==> config.mk <==
export PLATFORM = sky130hd
export DESIGN_NAME = rx_fill_ctrl
export DESIGN_NICKNAME = d
export VERILOG_FILES = /design/src/rtl/rx_fill_pkg.sv /design/src/rtl/rx_fill_close.sv /design/src/rtl/rx_fill_track.sv /design/src/rtl/rx_fill_wr.sv /design/src/rtl/rx_fill_ctrl.sv
export SDC_FILE = /design/constraint.sdc
export NUM_CORES = 1
export LEC_CHECK = 0
export ABC_AREA = 1
export CORE_ASPECT_RATIO = 0.6
export CORE_MARGIN = 2
export CORE_UTILIZATION = 46
export DETAILED_ROUTE_END_ITERATION = 8
export PLACE_DENSITY = 0.81
export REMOVE_ABC_BUFFERS = 1
export SLEW_MARGIN = 20
export SYNTH_ARGS = -nofsm -noshare
export SYNTH_HDL_FRONTEND = slang
export SYNTH_SLANG_ARGS = --single-unit
==> constraint.sdc <==
create_clock -name clk -period 3 [get_ports clk]
set_input_delay 0.3 -clock clk [delete_from_list [all_inputs] [get_ports clk]]
set_output_delay 0.3 -clock clk [all_outputs]
set_load 0.02 [all_outputs]
==> src/rtl/rx_fill_pkg.sv <==
package rx_fill_pkg;

    localparam int BYTE_W = 8;

    typedef enum logic {
        FILL_SINGLE = 1'b0,
        FILL_MULTI  = 1'b1
    } fill_mode_e;

    typedef struct packed {
        logic              sop;
        logic              eop;
        logic [BYTE_W-1:0] data;
    } beat_t;

    // Close decision from the position flags of the current byte.
    function automatic logic close_now(fill_mode_e mode, logic eop,
                                       logic at_last, logic at_penult);
        logic by_eop;
        by_eop = (mode == FILL_SINGLE) ? eop : (eop && at_penult);
        return at_last || by_eop;
    endfunction

endpackage

==> src/rtl/rx_fill_close.sv <==
module rx_fill_close
    import rx_fill_pkg::*;
#(
    parameter int DEPTH_W = 13
) (
    input  fill_mode_e         mode,
    input  logic               eop,
    input  logic [DEPTH_W-1:0] off,
    input  logic [DEPTH_W-1:0] depth,
    output logic               done
);
    localparam logic [DEPTH_W-1:0] ONE = DEPTH_W'(1);
    localparam logic [DEPTH_W-1:0] TWO = DEPTH_W'(2);

    logic at_last;
    logic at_penult;

    always_comb begin
        at_last   = (off == (depth - ONE));
        at_penult = (off == (depth - TWO));
        done      = close_now(mode, eop, at_last, at_penult);
    end

endmodule

==> src/rtl/rx_fill_track.sv <==
module rx_fill_track
    import rx_fill_pkg::*;
#(
    parameter int DEPTH_W = 13
) (
    input  logic               clk,
    input  logic               rst,
    input  logic               accept,
    input  logic               sop,
    input  logic               done,
    input  fill_mode_e         mode_in,
    input  logic [DEPTH_W-1:0] depth_in,
    output logic               open_o,
    output logic [DEPTH_W-1:0] cur_off,
    output fill_mode_e         eff_mode,
    output logic [DEPTH_W-1:0] eff_depth,
    output logic               eff_ps
);
    localparam logic [DEPTH_W-1:0] ONE = DEPTH_W'(1);

    logic               open_q;
    logic [DEPTH_W-1:0] off_q;
    logic [DEPTH_W-1:0] depth_q;
    fill_mode_e         mode_q;
    logic               ps_q;

    // Mode, depth and packet-start freeze at the first byte of a buffer.
    always_comb begin
        open_o    = open_q;
        cur_off   = open_q ? off_q   : '0;
        eff_mode  = open_q ? mode_q  : mode_in;
        eff_depth = open_q ? depth_q : depth_in;
        eff_ps    = open_q ? ps_q    : sop;
    end

    always_ff @(posedge clk) begin
        if (rst) begin
            open_q  <= 1'b0;
            off_q   <= '0;
            depth_q <= '0;
            mode_q  <= FILL_SINGLE;
            ps_q    <= 1'b0;
        end else if (accept) begin
            if (!open_q) begin
                mode_q  <= mode_in;
                depth_q <= depth_in;
                ps_q    <= sop;
            end
            if (done) begin
                open_q <= 1'b0;
                off_q  <= '0;
            end else begin
                open_q <= 1'b1;
                off_q  <= cur_off + ONE;
            end
        end
    end


    stall_hold_chk: assert property (@(posedge clk) disable iff (rst)
        (open_q && !accept) |=> (open_q && $stable(off_q)));

endmodule

==> src/rtl/rx_fill_wr.sv <==
module rx_fill_wr
    import rx_fill_pkg::*;
#(
    parameter int DEPTH_W = 13
) (
    input  logic               clk,
    input  logic               rst,
    input  logic               accept,
    input  beat_t              beat,
    input  logic               done,
    input  fill_mode_e         eff_mode,
    input  logic               eff_ps,
    input  logic [DEPTH_W-1:0] cur_off,
    input  logic [DEPTH_W-1:0] eff_depth,
    output logic               wr_en,
    output logic [DEPTH_W-1:0] wr_offset,
    output logic [BYTE_W-1:0]  wr_data,
    output logic               buf_done,
    output logic               buf_pkt_start
);
    localparam logic [DEPTH_W-1:0] ONE = DEPTH_W'(1);
    localparam logic [DEPTH_W-1:0] TWO = DEPTH_W'(2);

    typedef struct packed {
        logic               en;
        logic [DEPTH_W-1:0] off;
        logic [BYTE_W-1:0]  data;
        logic               done;
        logic               ps;
        logic               eop;
        fill_mode_e         mode;
        logic [DEPTH_W-1:0] depth;
    } wr_rec_t;

    wr_rec_t rec_q;
    wr_rec_t rec_d;

    always_comb begin
        rec_d.en    = accept;
        rec_d.off   = cur_off;
        rec_d.data  = beat.data;
        rec_d.done  = accept && done;
        rec_d.ps    = accept && done && eff_ps && (eff_mode == FILL_SINGLE);
        rec_d.eop   = beat.eop;
        rec_d.mode  = eff_mode;
        rec_d.depth = eff_depth;
    end

    always_ff @(posedge clk) begin
        if (rst) rec_q <= '0;
        else     rec_q <= rec_d;
    end

    assign wr_en         = rec_q.en;
    assign wr_offset     = rec_q.off;
    assign wr_data       = rec_q.data;
    assign buf_done      = rec_q.done;
    assign buf_pkt_start = rec_q.ps;

    // History of the write stream, used only by the checks below.
    logic               after_close_q;
    logic [DEPTH_W-1:0] prev_off_q;

    always_ff @(posedge clk) begin
        if (rst) begin
            after_close_q <= 1'b1;
            prev_off_q    <= '0;
        end else if (rec_q.en) begin
            after_close_q <= rec_q.done;
            prev_off_q    <= rec_q.off;
        end
    end


    done_with_write_chk: assert property (@(posedge clk) disable iff (rst)
        buf_done |-> wr_en);


    offset_step_chk: assert property (@(posedge clk) disable iff (rst)
        (wr_en && !after_close_q) |-> (wr_offset == prev_off_q + ONE));


    offset_restart_chk: assert property (@(posedge clk) disable iff (rst)
        (wr_en && after_close_q) |-> (wr_offset == '0));


    offset_bound_chk: assert property (@(posedge clk) disable iff (rst)
        (wr_en && wr_offset == rec_q.depth - ONE) |-> buf_done);


    early_close_chk: assert property (@(posedge clk) disable iff (rst)
        (wr_en && rec_q.mode == FILL_MULTI && rec_q.eop
         && wr_offset == rec_q.depth - TWO) |-> buf_done);


    keep_open_chk: assert property (@(posedge clk) disable iff (rst)
        (wr_en && rec_q.mode == FILL_MULTI && rec_q.eop
         && (wr_offset + TWO) < rec_q.depth) |-> !buf_done);


    multi_no_start_chk: assert property (@(posedge clk) disable iff (rst)
        (rec_q.mode == FILL_MULTI || !buf_done) |-> !buf_pkt_start);

endmodule

==> src/rtl/rx_fill_ctrl.sv <==
module rx_fill_ctrl
    import rx_fill_pkg::*;
#(
    parameter int DEPTH_W = 13
) (
    input  logic               clk,
    input  logic               rst,
    input  logic               in_valid,
    output logic               in_ready,
    input  logic [7:0]         in_data,
    input  logic               in_sop,
    input  logic               in_eop,
    input  logic               multi_mode,
    input  logic [DEPTH_W-1:0] buf_depth,
    input  logic               buf_avail,
    output logic               wr_en,
    output logic [DEPTH_W-1:0] wr_offset,
    output logic [7:0]         wr_data,
    output logic               buf_done,
    output logic               buf_pkt_start
);
    beat_t              beat;
    logic               accept;
    logic               open;
    logic               done;
    logic               eff_ps;
    fill_mode_e         eff_mode;
    logic [DEPTH_W-1:0] cur_off;
    logic [DEPTH_W-1:0] eff_depth;

    assign beat     = '{sop: in_sop, eop: in_eop, data: in_data};
    assign in_ready = open || buf_avail;
    assign accept   = in_valid && in_ready;

    rx_fill_track #(.DEPTH_W(DEPTH_W)) u_track (
        .clk       (clk),
        .rst       (rst),
        .accept    (accept),
        .sop       (beat.sop),
        .done      (done),
        .mode_in   (fill_mode_e'(multi_mode)),
        .depth_in  (buf_depth),
        .open_o    (open),
        .cur_off   (cur_off),
        .eff_mode  (eff_mode),
        .eff_depth (eff_depth),
        .eff_ps    (eff_ps)
    );

    rx_fill_close #(.DEPTH_W(DEPTH_W)) u_close (
        .mode  (eff_mode),
        .eop   (beat.eop),
        .off   (cur_off),
        .depth (eff_depth),
        .done  (done)
    );

    rx_fill_wr #(.DEPTH_W(DEPTH_W)) u_wr (
        .clk           (clk),
        .rst           (rst),
        .accept        (accept),
        .beat          (beat),
        .done          (done),
        .eff_mode      (eff_mode),
        .eff_ps        (eff_ps),
        .cur_off       (cur_off),
        .eff_depth     (eff_depth),
        .wr_en         (wr_en),
        .wr_offset     (wr_offset),
        .wr_data       (wr_data),
        .buf_done      (buf_done),
        .buf_pkt_start (buf_pkt_start)
    );


    no_write_when_blocked_chk: assert property (@(posedge clk) disable iff (rst)
        (!in_ready) |=> !wr_en);


    single_cycle_write_chk: assert property (@(posedge clk) disable iff (rst)
        (!accept) |=> !wr_en);

endmodule

# [Word-level counts from Yosys, hierarchy flattened]
# Index checks and enable logic that the tools add are counted.
[totals] regBits=53 latchBits=0 ram_bits=0 mem_bits_ro=0 input_bits=28 output_inout_bits=25 elab_cells=30 n_memories=0
[op_classes] add_sub_neg=3 mul=0 div_mod_pow=0 order_cmp=0 n_eq_ne=2 n_shift=0 muxes=7 bitwise=1 n_reduce_logical=7
[op_table] op="two-way mux 13 bit" n=3
[op_table] op="equality test 13 bit" n=2
[op_table] op="adder 13 x 1 -> 13 bit, second input constant" n=1
[op_table] op="subtractor 13 x 1 -> 13 bit, second input constant" n=1
[op_table] op="subtractor 13 x 2 -> 13 bit, second input constant" n=1
[op_table] op="logical AND 1 bit" n=5
[op_table] op="two-way mux 1 bit" n=4
[op_table] op="logical OR 1 bit" n=2
[op_table] op="NOT 1 bit" n=1

# [Logic depth before layout (Yosys ltp)]
# Gate-level depths: netlist of run 1.
[depth] depth_word=9 ltp_mapped=20 mapped_depth_nobuf=19

# [Cells and area by module]
# A second synthesis of run 1 with hierarchy kept.
[unflattened] hier_cells=510 hier_area_um2=3216.8
[modules_own_cells] module="rx_fill_track" instances=1 cells_per_inst=253 area_each_um2=1589.0 seq_area_each_um2=580.6
[modules_own_cells] module="rx_fill_close" instances=1 cells_per_inst=177 area_each_um2=918.4 seq_area_each_um2=0.0
[modules_own_cells] module="rx_fill_wr" instances=1 cells_per_inst=76 area_each_um2=691.9 seq_area_each_um2=480.5
[modules_own_cells] module="rx_fill_ctrl" instances=1 cells_per_inst=4 area_each_um2=17.5 seq_area_each_um2=0.0

# [Worst setup path after synthesis of run 1]
# OpenSTA, ideal clock, no wires.
[synth_path] path_type="reg2reg" startpoint="register u_track.open_q (netlist: u_track.open_o)" endpoint="register u_track.off_q[10]" setup_time_ns=0.132 t_arrival_ns=2.144 required_ns=2.868 setup_slack_ns=0.724 stages_incl_launch_ff=16 path_buffers=2 period_less_slack_ns=2.276 cell_sequence="dfxtp_1 -> buf_4 -> nand2_1 -> nand2_1 -> inv_2 -> ha_1 -> xor2_1 -> nor2_1 -> nand3_1 -> nor2_1 -> nand3_1 -> nor2_1 -> nand3_2 -> buf_6 -> nand4_1 -> a21oi_1"
[synth_between] elab_chain_len=7 word_cells_on_any_way=14 classes_between="add/sub: 3; eq/ne: 2; mux: 5; reduce/logical: 4"
[synth_rtl] item="start, declared" line="rx_fill_track.sv:21" rtl="logic open_q;"
[synth_rtl] item="start signal, assigned" line="rx_fill_track.sv:38" rtl="open_q <= 1'b0;"
[synth_rtl] item="start signal, assigned" line="rx_fill_track.sv:50" rtl="open_q <= 1'b0;"
[synth_rtl] item="start signal, assigned" line="rx_fill_track.sv:53" rtl="open_q <= 1'b1;"
[synth_rtl] item="two-way mux 13 bit" line="rx_fill_track.sv:32" rtl="eff_depth = open_q ? depth_q : depth_in;"
[synth_rtl] item="subtractor 13 x 2 -> 13 bit" line="rx_fill_close.sv:20" rtl="at_penult = (off == (depth - TWO));"
[synth_rtl] item="equality test 13 bit" line="rx_fill_close.sv:20"
[synth_rtl] item="logical AND 1 bit" line="rx_fill_pkg.sv:20" rtl="by_eop = (mode == FILL_SINGLE) ? eop : (eop && at_penult);"
[synth_rtl] item="two-way mux 1 bit" line="rx_fill_pkg.sv:20"
[synth_rtl] item="logical OR 1 bit" line="rx_fill_pkg.sv:21" rtl="return at_last || by_eop;"
[synth_rtl] item="two-way mux 13 bit" line="rx_fill_track.sv:49" rtl="if (done) begin"
[synth_rtl] item="end signal, assigned" line="rx_fill_track.sv:54" rtl="off_q <= cur_off + ONE;"
[synth_rtl] item="end, declared" line="rx_fill_track.sv:22" rtl="logic [DEPTH_W-1:0] off_q;"
# Several ways; a longest one is shown, not always the timed one.
# A chain may end at the register's enable or synchronous reset.

# [Final worst setup path of run 1]
[layout_path] startpoint="register u_track.open_q (netlist: u_track.open_o)" endpoint="register u_wr.rec_q (netlist bit u_wr.buf_pkt_start)"
[layout_between] elab_chain_len=9 word_cells_on_any_way=17 classes_between="add/sub: 2; eq/ne: 2; mux: 5; bitwise: 1; reduce/logical: 7"
[layout_rtl] item="two-way mux 13 bit" line="rx_fill_track.sv:32"
[layout_rtl] item="subtractor 13 x 2 -> 13 bit" line="rx_fill_close.sv:20"
[layout_rtl] item="equality test 13 bit" line="rx_fill_close.sv:20"
[layout_rtl] item="logical AND 1 bit" line="rx_fill_pkg.sv:20"
[layout_rtl] item="two-way mux 1 bit" line="rx_fill_pkg.sv:20"
[layout_rtl] item="logical OR 1 bit" line="rx_fill_pkg.sv:21"
[layout_rtl] item="logical AND 1 bit (2 in series)" line="rx_fill_wr.sv:43" rtl="rec_d.ps = accept && done && eff_ps && (eff_mode == FILL_SINGLE);"
[layout_rtl] item="logical AND 1 bit *" line="rx_fill_wr.sv:43"
[layout_rtl] item="end signal, assigned" line="rx_fill_wr.sv:51" rtl="else rec_q <= rec_d;"
[layout_rtl] item="end, declared" line="rx_fill_wr.sv:35" rtl="wr_rec_t rec_q;"
# Every way passes the cells marked *; elsewhere a longest branch is shown, timed or not.

==> flow_metrics.tcl, run 1 <==
set metrics [dict create \
    status "completed" \
    cap_viol_max_count 0 \
    synth.area.top_cells "dfxtp_1 33%, nand2_1 20%, inv_1 7.9%" \
    cts_tree "built" \
    fillers 651 \
    postRouteAntennaNets 0 \
    hold_ws_ps 458 \
    synth_common_cells "166 x nand2_1, 67 x inv_1, 53 x dfxtp_1" \
    clkTransAtPathRegs_ps 70 \
    cp.required_ps 3230 \
    synth_edf_count 0 \
    setup_viol 0 \
    fin_crit_ps 2710 \
    worst_pin_slew_ps 742 \
    hold_violations 0 \
    grt_pass1_vias 2972 \
    routed_via_density 5.23 \
    ctsHoldBuffers 0 \
    initial_core_util_pct 47.5 \
    path_class "reg -> reg" \
    p_total_mw 1.72 \
    p_leak_nw 1.85 \
    period_share_pct 90.4 \
    num_vias 3345 \
    pin_count 53 \
    die_h_microns 68.3 \
    nets 582 \
    dieArea_sq_mm 0.00759 \
    synth_flop_cell "dfxtp_1" \
    synth_area_leader_cell "dfxtp_1" \
    ys_seq_area_share_pct 33.5 \
    grt_max_degree 36 \
    cts.sinks 53 \
    cts-root-buf "clkbuf_16" \
    yosysMostFrequentCell "nand2_1" \
    globalRoute.totalOverflow 0 \
    clockBufferDepth 2 \
    fmax_ghz 0.369 \
    setup_tns_ps 0 \
    setup.worst_path.end_class "flop" \
    skew_ps 3.10 \
    ir_worst_vdd_mv 0.343 \
    detail_route.wl_per_cell_microns 13.7 \
    track_usage_pct 23.5 \
    grt_pass1_wl_mm 14.2 \
    synth.distinct_cells 29 \
    hpwl_mm 6.36 \
    cts_made_buffers 5 \
    drive_gt1_share_pct 7.43 \
    synth-seq-cells 53 \
    avgSynthCellArea_sq_um 6.29 \
    slew_headroom_pct 50.4 \
    rsz0062_at_grt "false" \
    die_x_microns 111 \
    synth_area_sq_mm 0.00317 \
    drt_iter0_drc 280 \
    syn2layout_area_growth_pct 23.3 \
    gp_congestion 0.940 \
    pre_cts_ws_ps 43.2 \
    worstPathArrival_ps 2940 \
    io_buffers 52 \
    hp-class "reg -> reg" \
    clock_latency_ps 290 \
    drc 0 \
    ys_warn_count 0 \
    drt_pass1_iterations 5 \
    synth_cells 504 \
    async_reset_ff_share_pct 0 \
    grt_antenna_before_repair 0 \
    rows 23 \
    num_antenna_cells 0 \
    worst_slack_ps 289 \
    path_max_fanout 15 \
    worstSetupStartpointType "flop" \
    slew_violations 0 \
    htree_levels 2 \
    placeableCoreArea_sq_mm 0.00668 \
    fin_util_pct 58.5 \
    synth_top_area_share_pct 33.5 \
    wirelength_mm 8.73 \
    pwr_density_cell_mw_per_mm2 441 \
]
power by group:
part	switching [mW]	internal [mW]
combinational	0.238	0.132
sequential	0.0149	0.729
clock	0.272	0.336
state kept, by name (all words and copies together), names as in the netlist:
| register | flops |
|---|---|
| u_track.depth_q | 13 |
| u_track.off_q | 13 |
| u_wr.wr_offset | 13 |
| u_wr.wr_data | 8 |
| u_track.mode_q | 1 |
| u_track.open_o | 1 |
| u_track.ps_q | 1 |
| u_wr.buf_done | 1 |
| u_wr.buf_pkt_start | 1 |
| u_wr.wr_en | 1 |
cells in the final DEF (no fill, tap or decap), drive strengths merged, types with 5 or more instances in the layout:
cell type	instances
nand3	36
nor3	5
clkbuf	6
clkdlybuf4s50	52
nand4	19
dfxtp	53
buf	7
nor2	53
xor2	12
o21ai	24
nand2	174
inv	72
a21oi	28
layout make-up:
cell class / instances / area (sq um) / share of cell area [%]
multi-input combinational: 361 / 1730 / 44.2
sequential: 53 / 1060 / 27.2
timing repair buffer: 59 / 586 / 15.0
inverter: 71 / 269 / 6.89
clock buffer: 6 / 139 / 3.56
tap: 87 / 109 / 2.79
clock inverter: 2 / 16.3 / 0.416
per-stage QoR:
stage / cells / instance area [sq um]
final: 639 / 3910
after global routing: 639 / 3910
after CTS: 638 / 3870
after detailed placement: 630 / 3720
after global placement: 630 / 3720
after floorplan: 485 / 3050
cells by family (layout without fill, tap and decap cells):
logic type / count (synthesis) / count (layout) / synth area share, %
xor+xnor: 14 / 14 / 3.87
buf+inv: 90 / 138 / 12.3
flops: 53 / 53 / 33.5
simple gates: 289 / 289 / 40.3
compound gates: 55 / 55 / 8.88
fa+ha+maj: 3 / 3 / 1.18
critical path: stages (launching register included):
cell and delay (ps):
dfxtp_2 390, inv_4 140, nand2_1 60, nand2_1 160, ha_1 300, nand3_2 120, nor2_4 270, nand2_1 140
nand2_1 100, nand2_1 50, nand2_1 70, nand2_1 90, nor2_1 90, nand3_1 90, nand2_1 80, nand2_2 200
nand2_1 130, nand2_1 70, nor2_1 90
per-layer routing:
metal	share of wire (%)	up-vias	GRT usage [%]
li1	-	1669	-
met1	48	1483	33.8
met2	40	189	35.1
met3	13	4	7.44
met4	0.24	0	3.40
met5	0	-	0
path summary, 6_finish.rpt:
check                           slack [ps]           start            endpoint  depth (start not counted)
worst max register to register         290  u_track.open_o  u_wr.buf_pkt_start                         18
worst max-delay path                   290  u_track.open_o  u_wr.buf_pkt_start                         18
worst min-delay path                   460  u_track.mode_q      u_track.mode_q                          2
worst min register to register         460  u_track.mode_q      u_track.mode_q                          2
timing repair:
item	in CTS	in global routing
gates resized for setup	0	3
setup buffers	0	1
setup endpoints to repair	0	16
No activity file was read; power rests on OpenSTA's default activity.
==> run 2: changes to the inputs <==
- CORE_UTILIZATION: 46 -> 40
- PLACE_DENSITY: 0.81 -> 0.73
==> flow_metrics.tcl, run 2 (synthesis results as in run 1) <==
set metrics [dict create \
    pwr_density_cell_mw_per_mm2 442 \
    worst_pin_slew_ps 775 \
    postRouteAntennaNets 0 \
    drc 0 \
    hp-class "reg -> reg" \
    track_usage_pct 20.9 \
    drive_gt1_share_pct 7.59 \
    pin_count 53 \
    slew_headroom_pct 48.3 \
    setup_viol 0 \
    grt_antenna_before_repair 0 \
    detail_route.wl_per_cell_microns 13.4 \
    clockBufferDepth 2 \
    die_h_microns 73.0 \
    cts.sinks 53 \
    initial_core_util_pct 40.7 \
    worstSetupStartpointType "flop" \
    grt_pass1_wl_mm 14.2 \
    cap_viol_max_count 0 \
    slew_violations 0 \
    p_total_mw 1.74 \
    switchingPower_uw 539 \
    grt_pass1_vias 2867 \
    num_antenna_cells 0 \
    cts_tree "built" \
    hold_violations 0 \
    cp_num_buf_inv 3 \
    fin_area_sq_mm 0.00393 \
    cts_made_buffers 5 \
    worstPathArrival_ps 2970 \
    drt_iter0_drc 326 \
    ir_worst_vdd_mv 0.188 \
    rsz0062_at_grt "false" \
    globalRoute.totalOverflow 0 \
    layout_commonest_cell "nand2_1" \
    gp_congestion 1.01 \
    clockPowerShare_pct 35.9 \
    fin_crit_ps 2790 \
    setup.worst_path.end_class "flop" \
    nets 583 \
    p_leak_nw 1.86 \
    rows 25 \
    num_vias 3312 \
    skew_ps 4.86 \
    cp_cell_sequence "inv_2, buf_4, nand2_1, nand2_1, ha_1, nand3_2, nor2_4, buf_4, nand3_2, nor3_2, xor2_1, nand3_4, nand4_1, a21oi_1" \
    setup_tns_ps 0 \
    die_x_microns 119 \
    drt_pass1_iterations 5 \
    path_class "reg -> reg" \
    power_frac_seq_pct 42.8 \
    final-seq-area_sq_mm 0.00106 \
    max_stage_delay_ps 390 \
    clock_latency_ps 300 \
    pre_cts_ws_ps 79.5 \
    crit_family "simple AND/OR/NAND/NOR gates" \
    routed_via_density 5.01 \
    cts-root-buf "clkbuf_16" \
    clkTransAtPathRegs_ps 70 \
    path_max_fanout 15 \
    fmax_ghz 0.359 \
    worst_slack_ps 213 \
    hpwl_mm 6.46 \
    io_buffers 52 \
    period_share_pct 92.9 \
    cp.required_ps 3180 \
    cpMaxStageDelayCell "dfxtp_2" \
    syn2layout_area_growth_pct 24.0 \
    place_area_sq_mm 0.00375 \
    internal_power_mw 1.20 \
    multi_input_area_sq_mm 0.00173 \
    htree_levels 2 \
    wirelength_mm 8.88 \
    fillers 781 \
    layout_common_cells "166 x nand2_1, 67 x inv_1, 52 x clkdlybuf4s50_1, 52 x dfxtp_1, 48 x nor2_1" \
    grt_max_degree 38 \
    sw_frac_of_total_pct 31.0 \
    status "completed" \
    combinationalPowerShare_pct 21.3 \
    dieArea_sq_mm 0.00867 \
    placeableCoreArea_sq_mm 0.00779 \
]
-- run 2: cell count changes in the layout (fill, tap and decap cells not counted) --
| cell | before | now |
|---|---|---|
| buf_4 | 6 | 8 |
| buf_12 | 1 | 0 |
| nand2_2 | 8 | 7 |
| nand2_4 | 0 | 1 |
| inv_2 | 3 | 4 |
| inv_4 | 1 | 0 |
-- run 2: cell type report --
type	count	share of cell area (%)
Multi-Input combinational cell	361	44.0
Sequential cell	53	27.0
Timing Repair Buffer	60	14.8
Inverter	71	6.78
Clock buffer	6	3.53
Tap cell	108	3.44
Clock inverter	2	0.414
-- run 2: per-layer routing --
metal  up-vias  track usage [%]  routed length, microns
li1       1672                -                       -
met1      1481             33.4                    4610
met2       151             27.2                    3310
met3         8             5.08                     884
met4         0             5.16                      75
met5         -                0                       0
-- run 2: final timing paths --
path	endpoint	cells past startpoint	start	slack (ps)
setup reg to reg	u_track.off_q[7]	14	u_track.open_o	210
setup / recovery	u_track.off_q[7]	14	u_track.open_o	210
hold reg to reg	u_track.ps_q	2	u_track.ps_q	450
hold / removal	u_track.ps_q	2	u_track.ps_q	450
-- run 2: tightest hold or removal path, cell delays in order, from the launching register on --
cell	delay (ps)
dfxtp_1	300
inv_1	50
a21oi_1	50
-- run 2: power groups by stage --
stage	clock (mW)	sequential (mW)	combinational (mW)
finish	0.624	0.744	0.369
global route	0.666	0.747	0.411
CTS	0.634	0.743	0.361
detailed placement	0	0.760	0.360
global placement	0	0.759	0.355
floorplan	0	0.771	0.210
-- run 2: metrics by stage --
step                      utilization [%]  instances  hold WS (ps)
after global placement               48.2        652           434
after global routing                 50.5        661           466
after detailed placement             48.2        652           439
after floorplan                         -        485           369
after CTS                            50.2        660           450
final                                50.5        661           449
-- run 2: what timing repair did --
item | CTS | global route
buffers inserted | 0 | 1
hold buffers | 0 | 0
endpoints found under the setup margin | 0 | 16
gates resized for setup | 0 | 3
